<file path="config.mk">
export PLATFORM = sky130hd
export DESIGN_NAME = phantom_access_ctrl
export DESIGN_NICKNAME = d
export VERILOG_FILES = /design/src/rtl/unlock_pkg.sv /design/src/rtl/bus_cycle_detect.sv /design/src/rtl/unlock_matcher.sv /design/src/rtl/bit_transfer_engine.sv /design/src/rtl/phantom_access_ctrl.sv
export SDC_FILE = /design/constraint.sdc
export NUM_CORES = 1
export LEC_CHECK = 0
export ABC_CLOCK_PERIOD_IN_PS = 5280
export BUFFER_PORTS_ARGS = -buffer_cell sky130_fd_sc_hd__buf_2
export CELL_PAD_IN_SITES_DETAIL_PLACEMENT = 0
export CELL_PAD_IN_SITES_GLOBAL_PLACEMENT = 1
export CORE_MARGIN = 8
export CORE_UTILIZATION = 44
export CTS_BUF_LIST = sky130_fd_sc_hd__clkbuf_8
export DETAILED_ROUTE_END_ITERATION = 10
export HOLD_SLACK_MARGIN = 0.12
export PLACE_DENSITY_LB_ADDON = 0.12
export SLEW_MARGIN = 20
export SYNTH_ARGS = -nofsm -noshare
export SYNTH_HDL_FRONTEND = slang
export SYNTH_SLANG_ARGS = --single-unit
</file>
<file path="constraint.sdc">
create_clock -name clk -period 5.28 [get_ports clk]
set_input_delay 1.584 -clock clk [delete_from_list [all_inputs] [get_ports clk]]
set_output_delay 1.584 -clock clk [all_outputs]
set_load 0.01 [all_outputs]
</file>
<file path="src/rtl/unlock_pkg.sv">
package unlock_pkg;
  localparam int KEY_BITS = 64;
  localparam logic [KEY_BITS-1:0] UNLOCK_KEY = 64'h5CA33AC55CA33AC5;

  typedef struct packed {
    logic fin;    // a bus cycle ended this clock
    logic wr;     // that cycle was a write
    logic bit_v;  // data bit sampled during it
  } cyc_evt_t;
endpackage

</file>
<file path="src/rtl/bus_cycle_detect.sv">
module bus_cycle_detect
  import unlock_pkg::*;
(
  input  logic     clk,
  input  logic     rst,
  input  logic     ce_n,
  input  logic     oe_n,
  input  logic     we_n,
  input  logic     din,
  output logic     ce_s,
  output cyc_evt_t evt
);
  logic ce1, oe1, we1, d1;
  logic ce2, oe2, we2, d2;
  logic act1, act2;

  always_ff @(posedge clk) begin
    if (rst) begin
      {ce1, oe1, we1, d1} <= 4'b1110;
      {ce2, oe2, we2, d2} <= 4'b1110;
    end else begin
      {ce1, oe1, we1, d1} <= {ce_n, oe_n, we_n, din};
      {ce2, oe2, we2, d2} <= {ce1, oe1, we1, d1};
    end
  end

  // a cycle is active while chip enable and one strobe are low
  assign act1      = !ce1 && (!oe1 || !we1);
  assign act2      = !ce2 && (!oe2 || !we2);
  assign evt.fin   = act2 && !act1;
  assign evt.wr    = !we2;
  assign evt.bit_v = d2;
  assign ce_s      = ce1;
endmodule

</file>
<file path="src/rtl/unlock_matcher.sv">
module unlock_matcher
  import unlock_pkg::*;
#(
  parameter int                  PAT_LEN = KEY_BITS,
  parameter logic [PAT_LEN-1:0]  PATTERN = UNLOCK_KEY
) (
  input  logic     clk,
  input  logic     rst,
  input  logic     clr,
  input  logic     block,
  input  cyc_evt_t evt,
  output logic     hit
);
  localparam int PI = $clog2(PAT_LEN);
  localparam logic [PI-1:0] LAST = PI'(PAT_LEN - 1);

  logic          armed, miss, match, wr_evt, rd_evt;
  logic [PI-1:0] ptr, wcnt;

  assign wr_evt = evt.fin && evt.wr && !block && !clr;
  assign rd_evt = evt.fin && !evt.wr && !block && !clr;
  assign match  = (evt.bit_v == PATTERN[ptr]);
  assign hit    = wr_evt && armed && !miss && match && (ptr == LAST);

  always_ff @(posedge clk) begin
    if (rst || clr) begin
      armed <= 1'b0;
      miss  <= 1'b0;
      ptr   <= '0;
      wcnt  <= '0;
    end else if (rd_evt) begin
      armed <= 1'b1;
      miss  <= 1'b0;
      ptr   <= '0;
      wcnt  <= '0;
    end else if (wr_evt && armed) begin
      if (wcnt == LAST) begin
        armed <= 1'b0;
        miss  <= 1'b0;
        ptr   <= '0;
        wcnt  <= '0;
      end else begin
        wcnt <= wcnt + 1'b1;
        if (!miss && match) ptr <= ptr + 1'b1;
        else                miss <= 1'b1;
      end
    end
  end
endmodule

</file>
<file path="src/rtl/bit_transfer_engine.sv">
module bit_transfer_engine
  import unlock_pkg::*;
#(
  parameter int XFER_LEN = 64
) (
  input  logic                clk,
  input  logic                rst,
  input  logic                abort,
  input  logic                start,
  input  cyc_evt_t            evt,
  input  logic [XFER_LEN-1:0] live_img,
  output logic                busy,
  output logic                dout,
  output logic                load,
  output logic [XFER_LEN-1:0] shadow
);
  localparam int XI = $clog2(XFER_LEN);
  localparam logic [XI-1:0] LAST = XI'(XFER_LEN - 1);

  logic [XI-1:0] xptr;
  logic          all_wr;

  always_ff @(posedge clk) begin
    if (rst) begin
      busy   <= 1'b0;
      xptr   <= '0;
      all_wr <= 1'b0;
      load   <= 1'b0;
      dout   <= 1'b0;
      shadow <= '0;
    end else begin
      load <= 1'b0;
      dout <= (busy && !abort) ? shadow[xptr] : 1'b0;
      if (abort) begin
        busy <= 1'b0;
        xptr <= '0;
      end else if (start) begin
        busy   <= 1'b1;
        xptr   <= '0;
        all_wr <= 1'b1;
        shadow <= live_img;
      end else if (busy && evt.fin) begin
        if (evt.wr) shadow[xptr] <= evt.bit_v;
        else        all_wr <= 1'b0;
        if (xptr == LAST) begin
          busy <= 1'b0;
          xptr <= '0;
          load <= all_wr && evt.wr;
        end else begin
          xptr <= xptr + 1'b1;
        end
      end
    end
  end
endmodule

</file>
<file path="src/rtl/phantom_access_ctrl.sv">
module phantom_access_ctrl
  import unlock_pkg::*;
#(
  parameter int                   PAT_LEN        = KEY_BITS,
  parameter logic [PAT_LEN-1:0]   PATTERN        = UNLOCK_KEY,
  parameter int                   XFER_LEN       = 64,
  parameter int                   RST_IGNORE_BIT = 36
) (
  input  logic                clk,
  input  logic                rst,
  input  logic                ce_n,
  input  logic                oe_n,
  input  logic                we_n,
  input  logic                din,
  input  logic                pwr_fail,
  input  logic                rst_pin_n,
  input  logic [XFER_LEN-1:0] rtc_image,
  output logic                dout,
  output logic                mem_ce_n,
  output logic                rtc_load,
  output logic [XFER_LEN-1:0] rtc_wdata
);
  cyc_evt_t evt;
  logic     ce_s, pf_s, rp_s, abort, unlock_hit, xfer_busy;

  always_ff @(posedge clk) begin
    if (rst) begin
      pf_s     <= 1'b0;
      rp_s     <= 1'b1;
      mem_ce_n <= 1'b1;
    end else begin
      pf_s     <= pwr_fail;
      rp_s     <= rst_pin_n;
      mem_ce_n <= ce_s || pf_s || xfer_busy;
    end
  end

  assign abort = pf_s || (!rp_s && !rtc_image[RST_IGNORE_BIT]);

  bus_cycle_detect u_det (
    .clk(clk), .rst(rst), .ce_n(ce_n), .oe_n(oe_n), .we_n(we_n),
    .din(din), .ce_s(ce_s), .evt(evt)
  );

  unlock_matcher #(.PAT_LEN(PAT_LEN), .PATTERN(PATTERN)) u_match (
    .clk(clk), .rst(rst), .clr(abort), .block(xfer_busy),
    .evt(evt), .hit(unlock_hit)
  );

  bit_transfer_engine #(.XFER_LEN(XFER_LEN)) u_xfer (
    .clk(clk), .rst(rst), .abort(abort), .start(unlock_hit), .evt(evt),
    .live_img(rtc_image), .busy(xfer_busy), .dout(dout),
    .load(rtc_load), .shadow(rtc_wdata)
  );
endmodule

</file>
# Word-level counts from Yosys, hierarchy flattened

Memories as Yosys holds them, arrays and structs flattened. A register that Yosys moved wholly into a read port is not among the register bits.
Cells that the tools add are included.
Widths: inputs -> output; s select.

Register bits: 99
Bits in read-only memories: 64
Input bits: 72
Word-level logic and storage cells: 118
Memories: 1

Memories:

| name            | depth | bits a word | read ports | clocked after Yosys merged registers in | write ports | line                 | source |
|---|---|---|---|---|---|---|---|
| (no name shown) | 64    | 1           | 1          | 1                                       | 0           | unlock_matcher.sv:22 | `assign match = (evt.bit_v == PATTERN[ptr]);` |

$add $sub $neg: 3
Order comparisons: 3
Equal/unequal tests: 6
Multiplexer cells: 26
Bitwise operators: 4
Reductions and logical operators: 54

Operators by type and width:

| operator            | number |
|---|---|
| $mux 64             | 3 |
| $bwmux 64           | 1 |
| $mux 6              | 6 |
| $logic_and 1x1->1   | 19 |
| $add 6x1->6 const B | 3 |
| $eq 6x6->1 const B  | 3 |
| $lt 6x7->1 const B  | 2 |
| $mux 1              | 14 |
| $logic_not 1->1     | 12 |
| $reduce_bool 2->1   | 6 |
| $reduce_and 2->1    | 4 |
| $bmux 1 s6          | 1 |
| $demux 1 s6         | 1 |
| $ge 6x1->1 const B  | 1 |
| $logic_or 1x1->1    | 6 |
| $reduce_and 3->1    | 2 |
| $reduce_or 2->1     | 3 |
| $reduce_or 5->1     | 1 |
| $ne 2x1->1 const B  | 2 |
| $not 1->1           | 4 |
| $reduce_or 3->1     | 1 |
| $eq 1x1->1          | 1 |

# Longest topological paths before layout

Word-level depth: 14
Gate-level depth with buffers: 9

# By module

A second synthesis with hierarchy kept.

Cell total of the unflattened synthesis: 707
Area, all modules: 5726.7 um2

Modules (own cells, without submodules):

| module              | instances | cells an instance | area an instance (um2) | seq. area each (um2) |
|---|---|---|---|---|
| bit_transfer_engine | 1         | 586               | 4600.7                 | 1481.4 |
| unlock_matcher      | 1         | 94                | 799.5                  | 300.3 |
| bus_cycle_detect    | 1         | 20                | 239.0                  | 160.2 |
| phantom_access_ctrl | 1         | 7                 | 87.6                   | 60.1 |

# Worst setup path before layout

OpenSTA, ideal clock, no wires.

Path kind: input port to flip-flop
Start point: input rtc_image[36]
End point: register (tool-made name)
Library setup time: 0.072 ns
Arrival: 3.065 ns
Data required time: 5.208 ns
Slack: 2.143 ns
Stages: 8
Path through: o21bai_4 > nor4b_4 > buf_6 > nand3_2 > o22ai_4 > mux2_4 > mux2i_1 > xnor2_1

RTL lines:

| item               | line                      | source |
|---|---|---|
| start: declaration | phantom_access_ctrl.sv:17 | `input logic [XFER_LEN-1:0] rtc_image,` |

# Final worst setup path

Start point: input rtc_image[36]
End point: register u_xfer.shadow[31]

Word-level cells in the longest chain between the ends: 11
Elaborated cells between the ends (all ways): 14
Those cells by class: eq/ne: 1; mux: 1; bitwise: 1; reduce/logical: 11

RTL lines:

| item                                                             | line                      | source |
|---|---|---|
| $logic_not 1->1 (*)                                              | phantom_access_ctrl.sv:38 | `assign abort = pf_s \|\| (!rp_s && !rtc_image[RST_IGNORE_BIT]);` |
| $logic_and 1x1->1 (*)                                            | phantom_access_ctrl.sv:38 |  |
| $logic_or 1x1->1 (*)                                             | phantom_access_ctrl.sv:38 |  |
| $logic_not 1->1                                                  | unlock_matcher.sv:20      | `assign wr_evt = evt.fin && evt.wr && !block && !clr;` |
| $logic_and 1x1->1                                                | unlock_matcher.sv:20      |  |
| $logic_and 1x1->1 (4 in series)                                  | unlock_matcher.sv:23      | `assign hit = wr_evt && armed && !miss && match && (ptr == LAST);` |
| $ne 2x1->1 (no source line) or $reduce_bool 2->1 (tied branches) | --                        |  |
| $reduce_and 3->1 (no source line)                                | --                        |  |
| end signal: assignment                                           | bit_transfer_engine.sv:41 | `shadow <= live_img;` |
| end signal: indexed assignment                                   | bit_transfer_engine.sv:43 | `if (evt.wr) shadow[xptr] <= evt.bit_v;` |
| end: declaration                                                 | bit_transfer_engine.sv:15 | `output logic [XFER_LEN-1:0] shadow` |

Mark *: on every way between the ends. The rest lies on a longest branch, timed or not.
A chain may end at the register's enable or synchronous reset.

==> summary.txt <==
Worst setup path
  • Critical path required time: 5.57 ns
  • CP Launch Type: primary input
  • Crit-path max cell delay: 0.52 ns
  • Most used cell along the critical path: buf_4
  • Arrival time worst endpoint: roughly 3.8 ns
  • Slowest cell on crit path: nand4_4
  • WS Path Type: in -> reg
  • Max Fanout on Critical Path: 44
  • Crit path capture type: flop
  • CP cell instances: buf_2 > o21bai_4 > nor4b_4 > buf_4 > nand4_4 > buf_4 > o21ai_0 > a21oi_1 > a211oi_1
  • WP buf/inv: 3
  • Kind of cell adding the most delay to the critical path: buffers and inverters

Power and ir drop
  • Power per cell area: 210 mW/mm²
  • Power Total: 0.00139 W
  • NetSw: 0.000312 W
  • Sw Share: roughly 22%
  • Comb power frac: approximately 4.4%
  • LEAKAGE: 2.49 nW
  • Max VDD drop: 0.0945 mV
  • Flop pwr share: roughly 55%
  • Clock network fraction of design power: 40.7%
  • P_int: 0.00107 W

Clocking
  • CTS tree: done
  • Post-CTS Repair Setup Buffers: 0
  • Post_cts resized: 0
  • Root buffer cell: clkbuf_8
  • CTS clk-pin slew, worst paths: 0.09 ns
  • Hold Buf Count CTS: 0
  • H-Tree Depth: 3
  • Total CTS buffers: 9
  • Worst-Skew Late Latency: 0.38 ns
  • Clock buffer depth: 2
  • CTS sink cnt: 100

Cells and area
  • Area grow syn2layout: 16.8%
  • Net count, final: approximately 870
  • Ant diodes: 0
  • Share of layout cells above drive strength 1: 25.6%
  • Finished Layout Cells: 968

Synthesis
  • Most used flip-flop cell after synthesis: dfxtp_1
  • Syn Area/Cell: 8.09 µm²
  • Post-synthesis sequential area ratio: 35.4%
  • Synth area leaders: dfxtp_1 35%, a211oi_1 8.6%, a21oi_1 6.3%
  • Synth area leader: dfxtp_1
  • Share of the synthesized area in the top cell type: between 30% and 40%
  • Unique masters post-synth: 55
  • Most common cell in the netlist: dfxtp_1
  • Post-Syn Nets: about 770
  • Syn Inst Count: 699
  • Post-Synthesis Cell Area: 0.00565 mm²
  • YS warnings: 0
  • EDFF count, synth: 0
  • FFs w/ async S/R, synth: 0%
  • Yosys reg bits: 100
  • Most common library cells after synthesis: 100 x dfxtp_1, 71 x a21oi_1, 71 x nand3_1

GRT
  • First-pass GRT wire length: 30,500 µm
  • Antenna violations before repair: 0
  • Largest net degree at the start of global routing: 129
  • Aggregate global-route resource usage: 23.6%
  • Grt ovf: 0
  • Vias in the first global route: around 5,500

Routing
  • First drt pass iteration count: 5
  • Post-route ant nets: 0
  • DR WL/cell: 20.8 µm
  • DRT iter0 DRCs: 551
  • Via density: approximately 6
  • Vias post-DR: 5,856
  • Final wirelength: 20,200 µm
  • DRC: 0

Place
  • Port bufs: ~140
  • Placer's final routability congestion estimate: 0.870
  • Placed cells: 953
  • Post-DP HPWL: 13,400 µm
  • DP Worst Slack: 1.37 ns

Floorplan
  • IO Count: approximately 140
  • Chip width: about 130 µm
  • Core area: 0.0126 mm²
  • Starting Density: 45.0%
  • Die height: between 100 and 150 µm
  • Die Area: 0.0167 mm²
  • Row cnt: 41

STA
  • Max Fclk: 0.281 GHz
  • RSZ-0062 raised after global routing: false
  • Final hold violations: 0
  • Final Critical Period: around 3.6 ns
  • Setup violations, final: 0
  • Slew Limit Headroom: 20.0%
  • Fin Setup TNS: 0 ns
  • Slew @ Worst Pin: roughly 1.2 ns
  • Worst Skew: around 0.019 ns
  • Max-slew violations: 0
  • Fin worst setup slack: 1.73 ns
  • Fin crit share: 67.3%
  • Fin Hold WS: 0.451 ns

Job
  • Max Cap Viol: 0

Status
  • Status: complete, no violations

Worst hold path
  • Hold Crit Class: reg -> reg
[cell type report]
| class | instances | area, µm² |
|---|---|---|
| fillers | 1224 | 5970 |
| inverters | 2 | 7.51 |
| clock inverters | 4 | 72.6 |
| repair buffers | 149 | 786 |
| flip-flops and latches | 100 | 2000 |
| well taps | 172 | 215 |
| multi-input cells | 530 | 3370 |
| clock buffers | 11 | 151 |
[metrics by stage]
stage | cell area [µm²] | util [%]
2_1_floorplan | 5650 | -
3_3_place_gp | 6370 | 50.7
3_5_place_dp | 6370 | 50.7
4_1_cts | 6600 | 52.5
5_1_grt | 6600 | 52.5
6_report | 6600 | 52.5
[routing by layer]
metal | routed length [µm] | share of wire [%] | vias up | GRT usage (%)
li1 | - | - | 2768 | -
met1 | 8800 | 44 | 2756 | 31.7
met2 | 9190 | 46 | 294 | 36.2
met3 | 1670 | 8.3 | 38 | 4.07
met4 | 508 | 2.5 | 0 | 10.4
met5 | 0 | 0 | - | 0
[registers in the layout, summed over array words and instances, names as in the netlist, named ones only]
signal / count
u_xfer.shadow: 64
u_xfer.dout: 1
u_match.armed: 1
u_det.oe1: 1
u_match.miss: 1
u_xfer.busy: 1
u_det.we2: 1
u_xfer.xptr: 6
u_match.wcnt: 6
u_xfer.load: 1
u_det.oe2: 1
u_match.ptr: 6
u_det.ce_s: 1
pf_s: 1
u_det.d2: 1
u_det.we1: 1
u_xfer.all_wr: 1
mem_ce_n: 1
u_det.d1: 1
u_det.ce2: 1
rp_s: 1
[placed cells by master, fill, tap and decap left out, types with 2 or more instances in the layout]
cell type    n
nor4b_4      2
buf_2      138
mux2i_1     14
o21ai_0     67
and3b_1      2
nand3_1     71
a211oi_1    65
inv_1        2
and3_1       4
bufinv_16    2
dfxtp_1    100
nor2_1      33
o22ai_1      4
or2_2        9
and2_1       3
ha_1         3
xor2_1       9
mux4_2      14
nand2_1     50
clkbuf_8    11
buf_4       10
nand3b_1     5
or3_1        5
o21ai_1     53
nand2b_1     4
nand4_1      7
a21oi_1     71
xnor2_1      4
nor2_2       2
nor2b_1      3
nor3_2       3
[logic make-up (layout without fill, tap and decap cells)]
group	Yosys count	count (layout)	share of synthesized area [%]
multiplexers	29	29	8.32
AND/OR/NAND/NOR	218	218	20.6
flip-flops	100	100	35.4
XOR/XNOR	13	13	2.01
adder cells (fa/ha/maj)	3	3	0.664
AO/OA/AOI/OAI	267	267	27.4
buffers and inverters	69	166	5.62
[power groups by stage]
stage	registers, W	clock network [W]	logic, W
6_report	0.000761	0.000564	0.0000606
3_3_place_gp	0.000779	0	0.0000597
2_1_floorplan	0.000777	0	0.0000231
4_1_cts	0.000761	0.000570	0.0000604
5_1_grt	0.000762	0.000600	0.0000652
3_5_place_dp	0.000779	0	0.0000601
[worst paths after layout]
check / end / slack (ns) / from / depth (start not counted)
hold reg to reg: u_det.we2 / 0.45 / u_det.we1 / 1
setup / recovery: u_xfer.shadow[31] / 1.73 / rtc_image[36] / 9
hold / removal: u_det.we2 / 0.45 / u_det.we1 / 1
setup reg to reg: u_xfer.shadow[38] / 2.09 / u_xfer.xptr[2] / 6
No activity file was read; power rests on OpenSTA's default activity.
